===== src/rtl/manch_rx_pkg.sv =====
package manch_rx_pkg;

  // control -> datapath strobes
  typedef struct packed {
    logic tmrAlign;   // this cycle is phase 0 of the recovery timer
    logic tmrWrap;    // timer wraps at the bit period (else counts up, saturating)
    logic sampleEn;   // capture the filtered line as the decoded bit
    logic forceIdle;  // return data output to its resting level
  } rxmCtl_t;

  typedef enum logic [2:0] {
    ST_IDLE = 3'd0,
    ST_CAND = 3'd1,
    ST_HUNT = 3'd2,
    ST_ACQ  = 3'd3,
    ST_LOCK = 3'd4,
    ST_RUN  = 3'd5
  } rxmState_t;

endpackage


===== src/rtl/manch_rx_dp.sv =====
module manch_rx_dp
  import manch_rx_pkg::*;
#(
  parameter int OSR       = 16,
  parameter int NOISE_MIN = 3,
  parameter int LOSS      = 32,
  parameter int TMR_W     = 6,
  parameter int GAP_W     = 6
) (
  input  logic             clk,
  input  logic             rstN,
  input  logic             rxIn,
  input  rxmCtl_t          ctl,
  output logic             edgeSeen,
  output logic             fallSeen,
  output logic [TMR_W-1:0] timer,
  output logic [GAP_W-1:0] gap,
  output logic             gapExpired,
  output logic             bitStrobe,
  output logic             rxData
);

  logic rawQ;
  logic lineF;
  logic lineD;

  always_ff @(posedge clk) begin
    if (!rstN) begin
      rawQ  <= 1'b1;
      lineD <= 1'b1;
    end else begin
      rawQ  <= rxIn;
      lineD <= lineF;
    end
  end

  // pulse-width filter: the line adopts a new level only after it persisted
  generate
    if (NOISE_MIN > 1) begin : g_filt
      localparam int FW = $clog2(NOISE_MIN);
      logic [FW-1:0] runLen;
      always_ff @(posedge clk) begin
        if (!rstN) begin
          runLen <= '0;
          lineF  <= 1'b1;
        end else if (rawQ == lineF) begin
          runLen <= '0;
        end else if (runLen == FW'(NOISE_MIN - 1)) begin
          lineF  <= rawQ;
          runLen <= '0;
        end else begin
          runLen <= runLen + FW'(1);
        end
      end
    end else begin : g_nofilt
      always_ff @(posedge clk) begin
        if (!rstN) lineF <= 1'b1;
        else       lineF <= rawQ;
      end
    end
  endgenerate

  assign edgeSeen   = lineF ^ lineD;
  assign fallSeen   = lineD & ~lineF;
  assign gapExpired = (int'(gap) >= LOSS);

  // samples since the last filtered transition, saturating at the loss limit
  always_ff @(posedge clk) begin
    if (!rstN)                     gap <= GAP_W'(LOSS);
    else if (edgeSeen)             gap <= GAP_W'(1);
    else if (int'(gap) < LOSS)     gap <= gap + GAP_W'(1);
  end

  // recovery timer
  always_ff @(posedge clk) begin
    if (!rstN) begin
      timer <= '0;
    end else if (ctl.tmrAlign) begin
      timer <= TMR_W'(1);
    end else if (ctl.tmrWrap) begin
      timer <= (int'(timer) >= OSR - 1) ? '0 : timer + TMR_W'(1);
    end else if (timer != '1) begin
      timer <= timer + TMR_W'(1);
    end
  end

  // decoded output
  always_ff @(posedge clk) begin
    if (!rstN) begin
      bitStrobe <= 1'b0;
      rxData    <= 1'b1;
    end else begin
      bitStrobe <= ctl.sampleEn;
      if (ctl.forceIdle)     rxData <= 1'b1;
      else if (ctl.sampleEn) rxData <= lineF;
    end
  end

  AST_FILTER_LEVEL: assert property (@(posedge clk) disable iff (!rstN)
    (lineF != lineD) |-> ($past(rawQ) == lineF)) else $error("filter took a level not on the input");

  AST_STROBE_SINGLE: assert property (@(posedge clk) disable iff (!rstN)
    bitStrobe |=> !bitStrobe) else $error("strobe wider than one clock");

endmodule


===== src/rtl/manch_rx_ctl.sv =====
module manch_rx_ctl
  import manch_rx_pkg::*;
#(
  parameter int OSR   = 16,
  parameter int TOL   = 3,
  parameter int TMR_W = 6,
  parameter int GAP_W = 6
) (
  input  logic             clk,
  input  logic             rstN,
  input  logic             edgeSeen,
  input  logic             fallSeen,
  input  logic [TMR_W-1:0] timer,
  input  logic [GAP_W-1:0] gap,
  input  logic             gapExpired,
  output rxmCtl_t          ctl,
  output logic             carrierSense,
  output logic             dataValid
);

  localparam int HALF      = OSR / 2;
  localparam int ACQ_SPAN  = 2 * OSR;
  localparam int SAMPLE_PH = OSR / 4;
  localparam int EN_PH     = OSR - OSR / 4;

  rxmState_t state, nxt;
  logic      midSeen;
  logic      setMid;
  logic      inGapWin, inAcqWin, inMidWin;
  int        gapInt, tmrInt;

  assign gapInt   = int'(gap);
  assign tmrInt   = int'(timer);
  assign inGapWin = (gapInt >= HALF - TOL && gapInt <= HALF + TOL) ||
                    (gapInt >= OSR - TOL  && gapInt <= OSR + TOL);
  assign inAcqWin = (tmrInt >= ACQ_SPAN - TOL) && (tmrInt <= ACQ_SPAN + TOL);
  assign inMidWin = (tmrInt >= OSR - TOL) || (tmrInt <= TOL);

  always_comb begin
    nxt         = state;
    ctl         = '0;
    ctl.tmrWrap = (state != ST_ACQ);
    setMid      = 1'b0;
    if (state != ST_IDLE && gapExpired) begin
      nxt           = ST_IDLE;
      ctl.forceIdle = 1'b1;
      ctl.tmrWrap   = 1'b1;
    end else begin
      case (state)
        ST_IDLE: if (edgeSeen) nxt = ST_CAND;
        ST_CAND: if (edgeSeen && inGapWin) nxt = ST_HUNT;
        ST_HUNT: if (fallSeen) begin
          ctl.tmrAlign = 1'b1;
          nxt          = ST_ACQ;
        end
        ST_ACQ: if (fallSeen) begin
          ctl.tmrAlign = 1'b1;
          if (inAcqWin) nxt = ST_LOCK;
        end
        ST_LOCK: if (tmrInt == EN_PH) nxt = ST_RUN;
        ST_RUN: begin
          if (edgeSeen && inMidWin) begin
            ctl.tmrAlign = 1'b1;
            setMid       = 1'b1;
          end
          if (tmrInt == SAMPLE_PH && midSeen) ctl.sampleEn = 1'b1;
        end
        default: nxt = ST_IDLE;
      endcase
    end
  end

  always_ff @(posedge clk) begin
    if (!rstN) begin
      state        <= ST_IDLE;
      midSeen      <= 1'b0;
      carrierSense <= 1'b0;
      dataValid    <= 1'b0;
    end else begin
      state        <= nxt;
      midSeen      <= (nxt == ST_RUN) && (setMid || (midSeen && !ctl.sampleEn));
      carrierSense <= (nxt != ST_IDLE) && (nxt != ST_CAND);
      dataValid    <= (nxt == ST_RUN);
    end
  end

  AST_CARRIER_LOSS: assert property (@(posedge clk) disable iff (!rstN)
    (carrierSense && gapExpired) |=> !carrierSense) else $error("carrier held after silence");

  AST_VALID_AFTER_CARRIER: assert property (@(posedge clk) disable iff (!rstN)
    $rose(dataValid) |-> $past(carrierSense)) else $error("valid without prior carrier");

endmodule


===== src/rtl/manch_rx_acq.sv =====
module manch_rx_acq
  import manch_rx_pkg::*;
#(
  parameter int OSR       = 16,
  parameter int NOISE_MIN = 3,
  parameter int TOL       = 3,
  parameter int LOSS_BITS = 2
) (
  input  logic clk,
  input  logic rstN,
  input  logic rxIn,
  output logic carrierSense,
  output logic dataValid,
  output logic bitStrobe,
  output logic rxData
);

  localparam int LOSS  = LOSS_BITS * OSR;
  localparam int TMR_W = $clog2(2 * OSR + TOL + 2);
  localparam int GAP_W = $clog2(LOSS + 1);
  localparam int SPC_W = $clog2(4 * OSR);

  rxmCtl_t          ctl;
  logic             edgeSeen, fallSeen, gapExpired;
  logic [TMR_W-1:0] timer;
  logic [GAP_W-1:0] gap;

  manch_rx_dp #(
    .OSR(OSR), .NOISE_MIN(NOISE_MIN), .LOSS(LOSS), .TMR_W(TMR_W), .GAP_W(GAP_W)
  ) u_dp (
    .clk(clk), .rstN(rstN), .rxIn(rxIn), .ctl(ctl),
    .edgeSeen(edgeSeen), .fallSeen(fallSeen), .timer(timer), .gap(gap),
    .gapExpired(gapExpired), .bitStrobe(bitStrobe), .rxData(rxData)
  );

  manch_rx_ctl #(
    .OSR(OSR), .TOL(TOL), .TMR_W(TMR_W), .GAP_W(GAP_W)
  ) u_ctl (
    .clk(clk), .rstN(rstN), .edgeSeen(edgeSeen), .fallSeen(fallSeen),
    .timer(timer), .gap(gap), .gapExpired(gapExpired), .ctl(ctl),
    .carrierSense(carrierSense), .dataValid(dataValid)
  );

  // strobe spacing tracker for the spacing check
  logic [SPC_W-1:0] sinceStrobe;
  logic             sawStrobe;

  always_ff @(posedge clk) begin
    if (!rstN || !dataValid) begin
      sinceStrobe <= '0;
      sawStrobe   <= 1'b0;
    end else if (bitStrobe) begin
      sinceStrobe <= SPC_W'(1);
      sawStrobe   <= 1'b1;
    end else if (sinceStrobe != '1) begin
      sinceStrobe <= sinceStrobe + SPC_W'(1);
    end
  end

  AST_STROBE_IN_VALID: assert property (@(posedge clk) disable iff (!rstN)
    bitStrobe |-> dataValid) else $error("strobe outside valid window");

  AST_DATA_IDLE_HIGH: assert property (@(posedge clk) disable iff (!rstN)
    !dataValid |-> rxData) else $error("data low while not valid");

  AST_VALID_CARRIER: assert property (@(posedge clk) disable iff (!rstN)
    dataValid |-> carrierSense) else $error("valid without carrier");

  AST_STROBE_SPACING: assert property (@(posedge clk) disable iff (!rstN)
    (bitStrobe && sawStrobe) |-> (int'(sinceStrobe) >= OSR - TOL)) else $error("strobes too close");

endmodule


===== config.mk =====
export PLATFORM = sky130hd
export DESIGN_NAME = manch_rx_acq
export DESIGN_NICKNAME = d
export VERILOG_FILES = /design/src/rtl/manch_rx_pkg.sv /design/src/rtl/manch_rx_dp.sv /design/src/rtl/manch_rx_ctl.sv /design/src/rtl/manch_rx_acq.sv
export SDC_FILE = /design/constraint.sdc
export NUM_CORES = 1
export LEC_CHECK = 0
export BUFFER_PORTS_ARGS = -buffer_cell sky130_fd_sc_hd__buf_2
export CORE_ASPECT_RATIO = 0.5
export CORE_MARGIN = 1.5
export CORE_UTILIZATION = 53
export CTS_BUF_LIST = sky130_fd_sc_hd__clkbuf_16
export DETAILED_ROUTE_END_ITERATION = 7
export PLACE_DENSITY_LB_ADDON = 0.08
export REMOVE_ABC_BUFFERS = 1
export SETUP_SLACK_MARGIN = 0.15
export SYNTH_ARGS = -nofsm -noshare
export SYNTH_HDL_FRONTEND = slang
export SYNTH_SLANG_ARGS = --single-unit

===== constraint.sdc =====
create_clock -name clk -period 1.72 [get_ports clk]
set_input_delay 0.172 -clock clk [delete_from_list [all_inputs] [get_ports clk]]
set_output_delay 0.172 -clock clk [all_outputs]
set_load 0.05 [all_outputs]

==> impl_metrics.ini <==
[sta]
tns_ns = 0
maxSlewHeadroom_pct = 71.0
fin_crit_sh_pct = 91.2
slew_viol_final = 0
setup_viol = 0
fin_worst_skew_ns = 0.00149
rsz0062_at_grt = true
min_period_ns = 1.57
fmaxAchievable_mhz = 638
worst_slew_pin_slew_ns = 0.430
hold_viol = 0

[worst_setup_path]
start_kind = register
crit_type = register to register
crit_path_end_kind = register
required_ns = 1.91
arrival_ns = 1.76
path_max_fanout = 4

[clock_network]
root_buffer = clkbuf_16
clock_path_buffers = 2
cts_tree = built
clock-sinks = 25
h-tree-depth = 1
numCtsBuffers = 3
path_clk_slew_ns = 0.07
clk_latency_ns = 0.26

[synthesis]
synth_async_sr_flop_share_pct = 0
synthFlopType = dfxtp_1
synth_seq_area_share_pct = 36.1
netlist_instances = 164
synth.area.top_cells = dfxtp_1 36%, ha_1 9.0%, nor2_1 6.0%
synthDistinctLibCells = 44
synth_edf_count = 0
syn_avg_cell_area_um2 = 8.46
syn_area_um2 = 1390
synth-seq-cells = 25
synth_top_area_share_pct = 36.1
yosysTopAreaCell = dfxtp_1
yosysWarnings = 0

[cells_and_area]
multi_input_area_um2 = 1030
seq_area_um2 = 527
fin_area_um2 = 1890
final_nets = 197
stdcell_count = 218
antenna_cells = 0
drive_gt1_share_pct = 43.7
area_growth_pct = 36.2
fillers = 150

[routing]
dr.pass1.iters = 4
drc_errors = 0
drt_iter0_markers = 56
wire_per_inst_um = 15.6
ant_nets = 0
viasPerCell = 5.68
routed_wl_um = 3400
vias = 1238

[floorplan]
start_util_pct = 59.2
io_pins = 7
die_x_um = 75.4
design.die.area_um2 = 2950
dieHeight_um = 39.2
core_um2 = 2340
rows = 12

[global_route]
overflow = 0
first_global_vias = 1100
grt_max_degree = 16
grt_first_pass_wirelength_um = 4900
grt_use_total_pct = 23.3
antenna_found_initial = 0

[pwr]
ir_worst_vdd_mv = 0.481
p_leak_nw = 0.673
powerDensity_nw_per_um2 = 669

[worst_hold_path]
hold_path.class = input port to register

[place]
placed_area_um2 = 1510
portBuffers = 6
place_congestion = 0.831
dp.cells = 209
dp_hpwl_um = 2060

[status]
outcome = completed

[run]
drv_cap = 0
[path summary, 6_finish.rpt]
path / slack, ns / depth (start not counted) / start / endpoint
setup reg to reg: 0.15 / 6 / u_dp.lineF / u_ctl.midSeen
hold / removal: 0.09 / 2 / rxIn / u_dp.rawQ
hold reg to reg: 0.41 / 1 / u_dp.g_filt.runLen[0] / u_dp.g_filt.runLen[0]
setup / recovery: 0.15 / 6 / u_dp.lineF / u_ctl.midSeen
[state kept, by name, indices dropped and copies added (netlist names)]
name / count
u_dp.gap: 6
u_dp.g_filt.runLen: 2
u_dp.rxData: 1
u_ctl.midSeen: 1
u_dp.rawQ: 1
u_ctl.state: 3
u_dp.lineD: 1
u_ctl.dataValid: 1
u_dp.lineF: 1
u_dp.bitStrobe: 1
u_ctl.carrierSense: 1
u_dp.timer: 6
[through the flow]
stage | utilization, % | hold WS (ns) | power (mW) | worst slack [ns]
global placement | 64.6 | 0.355 | 0.694 | 0.0106
finish | 80.7 | 0.0858 | 1.26 | 0.152
global route | 80.7 | 0.120 | 1.31 | 0.0668
detailed placement | 64.6 | 0.357 | 0.696 | 0.0192
CTS | 72.2 | 0.0857 | 1.23 | 0.150
floorplan | - | 0.234 | 0.667 | 0.113
[where the power goes]
group / internal [mW] / switching (mW) / total, mW
combinational: 0.0527 / 0.0616 / 0.114
sequential: 0.589 / 0.0272 / 0.616
clock: 0.316 / 0.218 / 0.535
[cell families (layout without fill, tap and decap cells)]
group | count (synthesis) | in the layout | synth area share (%)
AND/OR/NAND/NOR | 71 | 71 | 27.9
AO/OA/AOI/OAI | 32 | 32 | 17.4
flip-flops | 25 | 25 | 36.1
buffers and inverters | 20 | 39 | 5.77
adder cells (fa/ha/maj) | 10 | 10 | 9.02
XOR/XNOR | 5 | 5 | 3.16
multiplexers | 1 | 1 | 0.721
[worst max-delay path, cell delays in order, from the launching register on]
cell and delay [ns]:
dfxtp_2 0.35, inv_2 0.06, ha_4 0.24, nand3b_1 0.18, a311o_2 0.37, buf_4 0.15
a211oi_2 0.15
[cell usage after synthesis (2+ instances only)]
cell type	instances
dfxtp_1	25
nor2_1	22
nand2_1	14
inv_1	13
ha_1	10
a21oi_1	8
o21ai_0	6
buf_2	4
nand2b_1	4
nand3_1	4
nor3_1	4
a31oi_1	3
clkbuf_1	3
nand4_1	3
o21ai_1	3
or3_1	3
xor2_1	3
nand3b_1	2
nand4bb_1	2
nor4_1	2
nor4_2	2
xnor2_1	2
[cells in the final DEF, fill, tap and decap left out, drive strengths merged, types with 2 or more instances in the layout]
cell and instances:
a21oi 9, clkbuf 3, nand4 3, xor2 3, nand4bb 2, a31oi 3
or3 3, buf 22, inv 13, nor3 4, o21ai 10, nor4 4
nand3 5, nand2b 4, ha 10, nand3b 2, nor2 22, o22ai 2
a2111oi 2, xnor2 2, nand2 14, dfxtp 25
[per-layer routing]
layer	vias up	global-route usage, %	part of all wire (%)
met5	-	0	0
met4	0	4.91	1.0
met3	8	6.51	4.6
met2	37	42.1	49
met1	582	28.1	45
li1	611	-	-
[area by class of cell]
cell class	instances	area share [%]
repair buffers	22	7.95
clock inverters	1	0.397
flip-flops and latches	25	27.9
inverters	13	2.98
well taps	35	2.32
multi-input cells	119	54.5
clock buffers	3	3.97
[what timing repair did]
| item | 4_1_cts | 5_1_grt |
|---|---|---|
| hold buffers | 0 | 0 |
| buffers inserted | 1 | 4 |
| pin swaps | 2 | 18 |
| setup endpoints to repair | 12 | 13 |
| gates resized for setup | 22 | 41 |
Note: power is estimated with default switching activity, not from simulation.
